File: src/rtl/irq_gate_pkg.sv
package irq_gate_pkg;

    typedef enum logic [0:0] {
        GATE_IDLE = 1'b0,
        GATE_FIRE = 1'b1
    } gate_state_e;

endpackage

File: src/rtl/cyc_timer.sv
module cyc_timer #(
    parameter int CNT_W = 32,
    parameter int POS_W = 3
) (
    input  logic             clk,
    input  logic             rst_n,
    input  logic             cnt_en,
    input  logic             cnt_wr,
    input  logic [CNT_W-1:0] cnt_wdata,
    input  logic             cmp_wr,
    input  logic [CNT_W-1:0] cmp_wdata,
    input  logic             pos_wr,
    input  logic [POS_W-1:0] pos_wdata,
    output logic [CNT_W-1:0] count_q,
    output logic [POS_W-1:0] pos_q,
    output logic             hit
);

    logic [CNT_W-1:0] cmp_q;

    always_ff @(posedge clk) begin
        if (!rst_n) begin
            count_q <= '0;
        end else if (cnt_wr) begin
            count_q <= cnt_wdata;
        end else if (cnt_en) begin
            count_q <= count_q + CNT_W'(1);
        end
    end

    always_ff @(posedge clk) begin
        if (!rst_n) begin
            cmp_q <= '0;
            pos_q <= '0;
        end else begin
            if (cmp_wr) cmp_q <= cmp_wdata;
            if (pos_wr) pos_q <= pos_wdata;
        end
    end

    // a zero counter never counts as a match
    assign hit = (count_q == cmp_q) && (count_q != '0);

    AST_CNT_STEP: assert property (@(posedge clk) disable iff (!rst_n)
        (cnt_en && !cnt_wr) |=> (count_q == $past(count_q) + CNT_W'(1)));
    AST_CNT_HOLD: assert property (@(posedge clk) disable iff (!rst_n)
        (!cnt_en && !cnt_wr) |=> $stable(count_q));
    AST_NO_ZERO_HIT: assert property (@(posedge clk) disable iff (!rst_n)
        (count_q == '0) |-> !hit);

endmodule

File: src/rtl/pend_field.sv
module pend_field #(
    parameter int NBITS = 8,
    parameter int IDX_W = 4,
    parameter int POS_W = 3
) (
    input  logic             clk,
    input  logic             rst_n,
    input  logic             post_en,
    input  logic [IDX_W-1:0] post_idx,
    input  logic             clr_en,
    input  logic [IDX_W-1:0] clr_idx,
    input  logic             clr_all,
    input  logic             hit,
    input  logic [POS_W-1:0] pos,
    output logic [NBITS-1:0] pend_q,
    output logic             idx_err_q
);

    localparam logic [IDX_W-1:0] LIMIT = IDX_W'(NBITS);

    logic post_bad;
    logic clr_bad;
    logic [NBITS-1:0] set_vec;
    logic [NBITS-1:0] kill_vec;
    logic [NBITS-1:0] pend_d;

    assign post_bad = post_en && (post_idx >= LIMIT);
    assign clr_bad  = clr_en  && (clr_idx  >= LIMIT);

    for (genvar i = 0; i < NBITS; i++) begin : g_bit
        assign set_vec[i]  = (post_en && (post_idx == IDX_W'(i)))
                           || (hit && (pos == POS_W'(i)));
        assign kill_vec[i] = clr_en && (clr_idx == IDX_W'(i));

        always_comb begin
            if (clr_all) begin
                pend_d[i] = 1'b0;
            end else if (kill_vec[i]) begin
                pend_d[i] = 1'b0;
            end else if (set_vec[i]) begin
                pend_d[i] = 1'b1;
            end else begin
                pend_d[i] = pend_q[i];
            end
        end
    end

    always_ff @(posedge clk) begin
        if (!rst_n) begin
            pend_q    <= '0;
            idx_err_q <= 1'b0;
        end else begin
            pend_q    <= pend_d;
            idx_err_q <= post_bad || clr_bad;
        end
    end

    AST_CLRALL_ZERO: assert property (@(posedge clk) disable iff (!rst_n)
        clr_all |=> (pend_q == '0));
    AST_CLR_WINS: assert property (@(posedge clk) disable iff (!rst_n)
        (clr_en && !clr_bad) |=> !pend_q[$past(clr_idx[POS_W-1:0])]);
    AST_BADIDX_HOLD: assert property (@(posedge clk) disable iff (!rst_n)
        ((post_en || clr_en) && (!post_en || post_bad) && (!clr_en || clr_bad)
         && !clr_all && !hit) |=> $stable(pend_q));
    AST_ERR_FLAG: assert property (@(posedge clk) disable iff (!rst_n)
        (post_bad || clr_bad) |=> idx_err_q);
    AST_TIMER_SET: assert property (@(posedge clk) disable iff (!rst_n)
        (hit && !clr_all && !(clr_en && clr_idx == {1'b0, pos}))
        |=> pend_q[$past(pos)]);

endmodule

File: src/rtl/irq_gate_fsm.sv
module irq_gate_fsm
    import irq_gate_pkg::*;
#(
    parameter int NBITS = 8
) (
    input  logic             clk,
    input  logic             rst_n,
    input  logic             gie,
    input  logic             erl,
    input  logic             exl,
    input  logic [NBITS-1:0] mask,
    input  logic [NBITS-1:0] pend,
    output logic             take_irq,
    output logic [NBITS-1:0] hnd_mask,
    output logic [NBITS-1:0] hnd_pend
);

    gate_state_e state_q;
    gate_state_e state_d;
    logic        open_now;
    logic [NBITS-1:0] live;

    assign live     = mask & pend;
    assign open_now = gie && !erl && !exl && (live != '0);

    always_comb begin
        state_d = state_q;
        unique case (state_q)
            GATE_IDLE: if (open_now)  state_d = GATE_FIRE;
            GATE_FIRE: if (!open_now) state_d = GATE_IDLE;
            default:   state_d = GATE_IDLE;
        endcase
    end

    always_ff @(posedge clk) begin
        if (!rst_n) begin
            state_q <= GATE_IDLE;
        end else begin
            state_q <= state_d;
        end
    end

    always_ff @(posedge clk) begin
        if (!rst_n) begin
            hnd_mask <= '0;
            hnd_pend <= '0;
        end else begin
            hnd_mask <= mask;
            hnd_pend <= live;
        end
    end

    assign take_irq = (state_q == GATE_FIRE);

    AST_TAKE_GATED: assert property (@(posedge clk) disable iff (!rst_n)
        take_irq |-> $past(gie && !erl && !exl));
    AST_TAKE_HAS_SRC: assert property (@(posedge clk) disable iff (!rst_n)
        take_irq |-> (hnd_pend != '0));
    AST_STATUS_BLOCK: assert property (@(posedge clk) disable iff (!rst_n)
        (erl || exl || !gie) |=> !take_irq);

endmodule

File: src/rtl/core_irq_ctl.sv
module core_irq_ctl #(
    parameter int NBITS = 8,
    parameter int CNT_W = 32
) (
    input  logic                       clk,
    input  logic                       rst_n,
    input  logic                       post_en,
    input  logic [$clog2(NBITS):0]     post_idx,
    input  logic                       clr_en,
    input  logic [$clog2(NBITS):0]     clr_idx,
    input  logic                       clr_all,
    input  logic                       cnt_en,
    input  logic                       cnt_wr,
    input  logic [CNT_W-1:0]           cnt_wdata,
    input  logic                       cmp_wr,
    input  logic [CNT_W-1:0]           cmp_wdata,
    input  logic                       pos_wr,
    input  logic [$clog2(NBITS)-1:0]   pos_wdata,
    input  logic                       gie,
    input  logic                       erl,
    input  logic                       exl,
    input  logic [NBITS-1:0]           mask,
    output logic [NBITS-1:0]           pending,
    output logic                       any_pend,
    output logic                       take_irq,
    output logic [NBITS-1:0]           hnd_mask,
    output logic [NBITS-1:0]           hnd_pend,
    output logic                       idx_err,
    output logic [CNT_W-1:0]           count
);

    localparam int POS_W = $clog2(NBITS);
    localparam int IDX_W = POS_W + 1;

    logic             hit;
    logic [POS_W-1:0] pos_q;

    cyc_timer #(.CNT_W(CNT_W), .POS_W(POS_W)) u_timer (
        .clk       (clk),
        .rst_n     (rst_n),
        .cnt_en    (cnt_en),
        .cnt_wr    (cnt_wr),
        .cnt_wdata (cnt_wdata),
        .cmp_wr    (cmp_wr),
        .cmp_wdata (cmp_wdata),
        .pos_wr    (pos_wr),
        .pos_wdata (pos_wdata),
        .count_q   (count),
        .pos_q     (pos_q),
        .hit       (hit)
    );

    pend_field #(.NBITS(NBITS), .IDX_W(IDX_W), .POS_W(POS_W)) u_pend (
        .clk       (clk),
        .rst_n     (rst_n),
        .post_en   (post_en),
        .post_idx  (post_idx),
        .clr_en    (clr_en),
        .clr_idx   (clr_idx),
        .clr_all   (clr_all),
        .hit       (hit),
        .pos       (pos_q),
        .pend_q    (pending),
        .idx_err_q (idx_err)
    );

    irq_gate_fsm #(.NBITS(NBITS)) u_gate (
        .clk      (clk),
        .rst_n    (rst_n),
        .gie      (gie),
        .erl      (erl),
        .exl      (exl),
        .mask     (mask),
        .pend     (pending),
        .take_irq (take_irq),
        .hnd_mask (hnd_mask),
        .hnd_pend (hnd_pend)
    );

    // timer match counts as pending before it is merged into the flags
    assign any_pend = (pending != '0) || hit;

    AST_ANY_MATCH: assert property (@(posedge clk) disable iff (!rst_n)
        hit |-> any_pend);

endmodule

File: config.mk
export PLATFORM = sky130hd
export DESIGN_NAME = core_irq_ctl
export DESIGN_NICKNAME = d
export VERILOG_FILES = /design/src/rtl/irq_gate_pkg.sv /design/src/rtl/cyc_timer.sv /design/src/rtl/pend_field.sv /design/src/rtl/irq_gate_fsm.sv /design/src/rtl/core_irq_ctl.sv
export SDC_FILE = /design/constraint.sdc
export NUM_CORES = 1
export LEC_CHECK = 0
export BUFFER_PORTS_ARGS = -buffer_cell sky130_fd_sc_hd__buf_2
export CORE_UTILIZATION = 33
export DETAILED_ROUTE_END_ITERATION = 10
export PLACE_DENSITY = 0.62
export SKIP_LAST_GASP = 1
export SLEW_MARGIN = 0
export SYNTH_ARGS = -nofsm -noshare
export SYNTH_HDL_FRONTEND = slang
export SYNTH_HIERARCHICAL = 1
export SYNTH_SLANG_ARGS = --single-unit
export TNS_END_PERCENT = 5
File: constraint.sdc
create_clock -name clk -period 4.9 [get_ports clk]
set_clock_uncertainty 0.05 [all_clocks]
set_input_delay 0 -clock clk [delete_from_list [all_inputs] [get_ports clk]]
set_output_delay 0 -clock clk [all_outputs]
set_load 0.02 [all_outputs]
* Word-level counts from Yosys, hierarchy flattened
Cells that the tools add are included.
** Operators by class
- Equal/unequal tests :: 22
- Multipliers :: 0
- Bitwise operators :: 2
- Div/mod/pow operators :: 0
- Reduce and logical (&&, ||, !) cells :: 57
- Multiplexer cells :: 3
- Add/sub/neg operators :: 1
- Magnitude comparators :: 2
- Shifts and indexed selects :: 0
** Operators by type and width (count)
- $mux W32 :: 2
- $add A32 B1 Y32 const B :: 1
- $eq A32 B32 Y1 :: 1
- $eq A4 B3 Y1 const B :: 8
- $reduce_bool A32 Y1 :: 1
- $logic_and A1 B1 Y1 :: 30
- $reduce_or A3 Y1 :: 8
- $eq A4 B2 Y1 const B :: 4
- $reduce_bool A8 Y1 :: 2
- $eq A3 B3 Y1 const B :: 4
- $logic_or A1 B1 Y1 :: 10
- $and A8 B8 Y8 :: 1
- $eq A4 B1 Y1 const B :: 2
- $ge A4 B4 Y1 const B :: 2
- $logic_not A4 Y1 :: 2
- $eq A3 B2 Y1 const B :: 2
- $eq A3 B1 Y1 const B :: 1
- $logic_not A3 Y1 :: 1
- $logic_not A1 Y1 :: 2
- $reduce_bool A2 Y1 :: 1
- $mux W1 :: 1
- $not A1 Y1 :: 1
** Word-level totals
- Bits in latches :: 0
- Memories :: 0
- Logic and storage cells :: 102
- ROM bits :: 0
- Register bits after elaboration :: 93
- Output and inout port bits :: 59
- Memory bits (writable) :: 0
- Input port bits :: 95

* Longest topological paths before layout
- Word-level depth :: 5
- Depth in mapped cells :: 10
- Gate-level depth less buffers :: 9

* Cells and area by module
The synthesis kept the hierarchy.
** By module, submodules not included
- cyc_timer :: cells each 439, area each 3687.3 um2, sequential area each 1341.3 um2, instances 1
- irq_gate_fsm :: cells each 41, area each 504.2 um2, sequential area each 340.3 um2, instances 1
- pend_field :: cells each 49, area each 486.7 um2, sequential area each 180.2 um2, instances 1
- core_irq_ctl :: cells each 4, area each 20.0 um2, sequential area each 0.0 um2, instances 1

* Least setup slack after synthesis
No wires, ideal clock.
- Path type :: reg-to-reg
- From :: reg u_timer.count_q[27]
- To :: reg u_pend.pend_q[5]
- Slack :: 2.608 ns
- Cell stages (with the launch flop) :: 9
- Arrival time :: 2.156 ns
- Buffers on the path :: 1
- Clock period less this slack :: 2.292 ns
- Data required time :: 4.764 ns
- Library setup time :: 0.086 ns
- Cell sequence :: dfxtp_1 clkbuf_1 xor2_1 nor4_1 nand4_1 nor3_1 nor2b_4 a31oi_1 a221oi_2
** On the way
- Cells in the longest elaborated chain, start to end :: 4
- Elaborated cells between the ends (all ways) :: 5
- Classes of those cells :: eq/ne (1); reduce/logical (4)
** RTL lines
- start: declaration :: RTL line cyc_timer.sv:14 : output logic [CNT_W-1:0] count_q,
- start signal: assignment :: RTL line cyc_timer.sv:25 : count_q <= cnt_wdata;
- start signal: assignment :: RTL line cyc_timer.sv:27 : count_q <= count_q + CNT_W'(1);
- $eq A32 B32 Y1 / $reduce_bool A32 Y1 (equally long branches) :: RTL line cyc_timer.sv:42 : assign hit = (count_q == cmp_q) && (count_q != '0);
- $logic_and A1 B1 Y1 * :: RTL line cyc_timer.sv:42
- named net hit :: RTL line core_irq_ctl.sv:35 : logic hit;
- $logic_and A1 B1 Y1 * :: RTL line pend_field.sv:32 : || (hit && (pos == POS_W'(i)));
- $logic_or A1 B1 Y1 * :: RTL line pend_field.sv:32
- end signal: assignment :: RTL line pend_field.sv:53 : pend_q <= pend_d;
- end: declaration :: RTL line pend_field.sv:15 : output logic [NBITS-1:0] pend_q,
The timed path passes the listed nets; every way through them passes the cells marked *.
A chain may end at the register's enable or synchronous reset.

* Final worst setup path
- From :: reg u_timer.count_q[26]
- To :: reg u_pend.pend_q[7]
Same word-level chain as after synthesis.

==> metrics.txt <==
# TYPE chip_impl_metric gauge
chip_impl_metric{name="timing.critical_path.fanout_max",unit=""} 10
chip_impl_info{name="critPathKind",value="register to register"} 1
chip_impl_info{name="cts_tree",value="built"} 1
chip_impl_metric{name="cap_viol_max_count",unit=""} 0
chip_impl_metric{name="chipHeight",unit="um"} 121
chip_impl_info{name="synth_area_leader_cell",value="dfxtp_1"} 1
chip_impl_metric{name="layout_worst_path_cycle_share",unit=""} 0.645
chip_impl_metric{name="grt_antenna_before_repair",unit=""} 0
chip_impl_metric{name="synth.yosys.seq_area_share",unit=""} 0.396
chip_impl_metric{name="met2RoutedLength",unit="um"} 7320
chip_impl_metric{name="finalWorstPathRequiredPeriod",unit="ps"} 3160
chip_impl_metric{name="powerDensity",unit="nW/um^2"} 285
chip_impl_metric{name="areaGrowthSynthToFinish",unit="%"} 43.1
chip_impl_metric{name="route.final.wire_length",unit="um"} 16200
chip_impl_metric{name="timing.final.max_slew_violations",unit=""} 0
chip_impl_metric{name="clk-insertion-delay-late",unit="ps"} 360
chip_impl_metric{name="final_layout_size_suffix_gt1_frac",unit=""} 0.245
chip_impl_metric{name="cts_sinks",unit=""} 93
chip_impl_metric{name="routedWlPerCell",unit="um"} 17.4
chip_impl_metric{name="die_x",unit="um"} 121
chip_impl_metric{name="cellLeakagePower",unit="nW"} 2.98
chip_impl_metric{name="quantity_of_gates_resized_following_cts",unit=""} 0
chip_impl_metric{name="grt_pass1_vias",unit=""} 4901
chip_impl_metric{name="initial_utilization",unit=""} 0.338
chip_impl_metric{name="detailroute.wirelength.met3",unit="um"} 1070
chip_impl_metric{name="floorplan.rows",unit=""} 43
chip_impl_metric{name="grt_total_usage",unit=""} 0.223
chip_impl_metric{name="routabilityCongestion",unit=""} 0.847
chip_impl_metric{name="synth_async_sr_flop_share",unit=""} 0
chip_impl_metric{name="ant_nets",unit=""} 0
chip_impl_metric{name="synth_top_area_share",unit=""} 0.396
chip_impl_metric{name="setup_viol",unit=""} 0
chip_impl_metric{name="crit_arrival",unit="ps"} 3410
chip_impl_metric{name="max_freq",unit="MHz"} 316
chip_impl_metric{name="via_count",unit=""} 5038
chip_impl_metric{name="synthDistinctLibCells",unit=""} 60
chip_impl_info{name="worst_setup_path_start_kind",value="register"} 1
chip_impl_metric{name="antenna_cells",unit=""} 0
chip_impl_metric{name="detail_route.iter0.violations",unit=""} 435
chip_impl_metric{name="layout.nets",unit=""} 842
chip_impl_metric{name="synth.avg_cell_area",unit="sq um"} 8.81
chip_impl_metric{name="place.detailed.hpwl",unit="um"} 10900
chip_impl_metric{name="nFillCells",unit=""} 1302
chip_impl_metric{name="cts_post_setup_buffers_inserted",unit=""} 0
chip_impl_metric{name="syn_nets",unit=""} 630
chip_impl_metric{name="post_synth_instance_area",unit="sq um"} 4700
chip_impl_metric{name="number_of_synthesis_warnings",unit=""} 6
chip_impl_metric{name="regToRegSetupSlack",unit="ps"} 1740
chip_impl_info{name="routed.top_layer",value="met4"} 1
chip_impl_metric{name="ctsLongestPathBuffers",unit=""} 2
chip_impl_metric{name="synth-seq-cells",unit=""} 93
chip_impl_metric{name="routed_via_density",unit=""} 5.42
chip_impl_metric{name="fp.dieArea",unit="sq um"} 14700
chip_impl_info{name="grt_setup_unrepaired",value="no"} 1
chip_impl_metric{name="worstMarginPinSlew",unit="ps"} 971
chip_impl_metric{name="pin_count_of_the_biggest_net_entering_global_routing",unit=""} 47
chip_impl_info{name="dominantRegCellSynth",value="dfxtp_1"} 1
chip_impl_metric{name="cts.hold.buffers_added",unit=""} 89
chip_impl_metric{name="post-route-drc-count",unit=""} 0
chip_impl_metric{name="ioPinCount",unit=""} 154
chip_impl_info{name="run_status",value="complete, no violations"} 1
chip_impl_info{name="hold_class",value="input pin to register"} 1
chip_impl_metric{name="overflow",unit=""} 0
chip_impl_metric{name="finalHoldViolCount",unit=""} 0
chip_impl_info{name="cts.root.buffer_cell",value="clkbuf_16"} 1
chip_impl_metric{name="worst_vdd_ir",unit="uV"} 162
chip_impl_metric{name="grt_first_pass_wirelength",unit="um"} 25300
chip_impl_metric{name="io_buffer_count",unit=""} 153
chip_impl_metric{name="synth-edff-count",unit=""} 0
chip_impl_metric{name="drt-met1-wl",unit="um"} 7170
chip_impl_metric{name="cts.reportedPaths.clkPinSlew",unit="ps"} 70
chip_impl_info{name="critical_path.endpoint_type",value="register"} 1
chip_impl_metric{name="clock_buffers_created_by_tritoncts",unit=""} 9
chip_impl_metric{name="instance_count_of_the_mapped_netlist",unit=""} 533
chip_impl_metric{name="fp.coreArea",unit="sq um"} 13900
chip_impl_metric{name="drt_pass1_iterations",unit=""} 6
chip_impl_metric{name="final_core_utilization",unit=""} 0.484
chip_impl_metric{name="htreeDepth",unit=""} 3
chip_impl_metric{name="endpoint_required_time_on_the_critical_path",unit="ps"} 5150
chip_impl_metric{name="tns",unit="ps"} 0
chip_impl_metric{name="relSlewSlack",unit=""} 0.347
chip_impl_info{name="synth.area.top_cells",value="dfxtp_1 (40%), mux2i_1 (8.1%), xor2_1 (6.3%), nor2_1 (4.3%), nor4_1 (3.3%)"} 1
metrics by stage:
step                      area, sq um  power (mW)  worst slack [ps]  hold slack (ps)  cells
after floorplan                  4700        1.02              2610             59.1    533
after global placement           5520        1.12              2360              175    825
after detailed placement         5520        1.13              2260              181    825
after CTS                        6720        1.92              1880             7.15    930
after global routing             6720        1.99              1520             25.9    930
final                            6720        1.92              1740             26.5    930
cell usage in the layout (no fill, tap or decap), types with 4 or more instances in the layout:
cell type	n
o21ai_0	18
or4_1	5
inv_1	8
nand2_1	25
a211oi_1	9
nand3_1	12
a221oi_1	4
nand4_1	23
nor4_1	25
dlygate4sd3_1	89
o211ai_1	6
buf_2	153
and2_1	8
xnor2_1	12
dfxtp_1	93
a311oi_1	4
a21oi_1	12
o31ai_1	5
or3_1	8
nor2_1	54
clkbuf_16	9
nor2b_1	6
nor3_1	13
xor2_1	34
a31oi_1	12
and3_1	10
mux2i_1	38
layer usage:
| metal | global-route usage | up-vias |
|---|---|---|
| li1 | - | 2386 |
| met1 | 0.295 | 2364 |
| met2 | 0.343 | 238 |
| met3 | 0.0371 | 50 |
| met4 | 0.126 | 0 |
| met5 | 0 | - |
state kept, by name (all words and copies together), names as in the netlist:
signal / count
u_gate/take_irq: 1
u_timer/pos_q: 3
u_pend/pend_q: 8
u_timer/count_q: 32
u_gate/hnd_pend: 8
u_gate/hnd_mask: 8
u_timer/cmp_q: 32
u_pend/idx_err_q: 1
Yosys cell counts, types with 3 or more instances:
master    number
a22oi_1        3
clkbuf_1      19
or3_1          8
nor3_1        13
o21ai_0       18
nor3b_1        3
nand3_1       12
o31ai_1        5
nor2_1        54
a211oi_1       9
a221oi_2       3
buf_1          9
buf_2         12
and2_1         8
o211ai_1       6
a221oi_1       4
nand2b_1       3
a21oi_1       12
mux2i_1       38
a311oi_1       4
and3_1        10
nand2_1       25
and4_1         3
nand4_1       23
a31oi_1       12
nor4_1        25
inv_1          8
xnor2_1       12
nor2b_1        6
xor2_1        34
or4_1          5
dfxtp_1       93
cell families after synthesis:
group	Yosys count	synth area share
flops	93	0.396
buf+inv	51	0.0450
simple gates	215	0.255
xor+xnor	46	0.0858
mux	38	0.0810
fa+ha+maj	2	0.00533
compound gates	88	0.132
layout make-up:
type / count / area (sq um) / area share
Clock buffer: 10 / 239 / 0.0355
Clock inverter: 6 / 75.1 / 0.0112
Inverter: 9 / 33.8 / 0.00502
Multi-Input combinational cell: 389 / 2630 / 0.390
Sequential cell: 93 / 1860 / 0.277
Tap cell: 180 / 225 / 0.0335
Timing Repair Buffer: 243 / 1660 / 0.247
power by group:
group	internal, mW	switching, mW	total, mW	leakage, nW
registers	0.796	0.0686	0.864	0.767
clock network	0.419	0.326	0.745	0.152
logic	0.157	0.151	0.309	2.06
total	1.37	0.546	1.92	2.98
critical path, stage by stage, from the launching register on:
cell and delay (ps):
dfxtp_1 570, xor2_1 130, nor4_1 320, nand4_1 140, nor3_1 720, a41o_2 320
a31oi_1 60, a311oi_1 220, dlygate4sd3_1 580
worst paths after layout:
path	from	depth (start not counted)	endpoint
worst min register to register	u_timer/cmp_q[17]	2	u_timer/cmp_q[17]
worst min-delay path	cnt_wdata[31]	4	u_timer/count_q[31]
worst max-delay path	u_timer/count_q[26]	8	u_pend/pend_q[7]
worst max register to register	u_timer/count_q[26]	8	u_pend/pend_q[7]
Note: power is estimated with default switching activity, not from simulation.
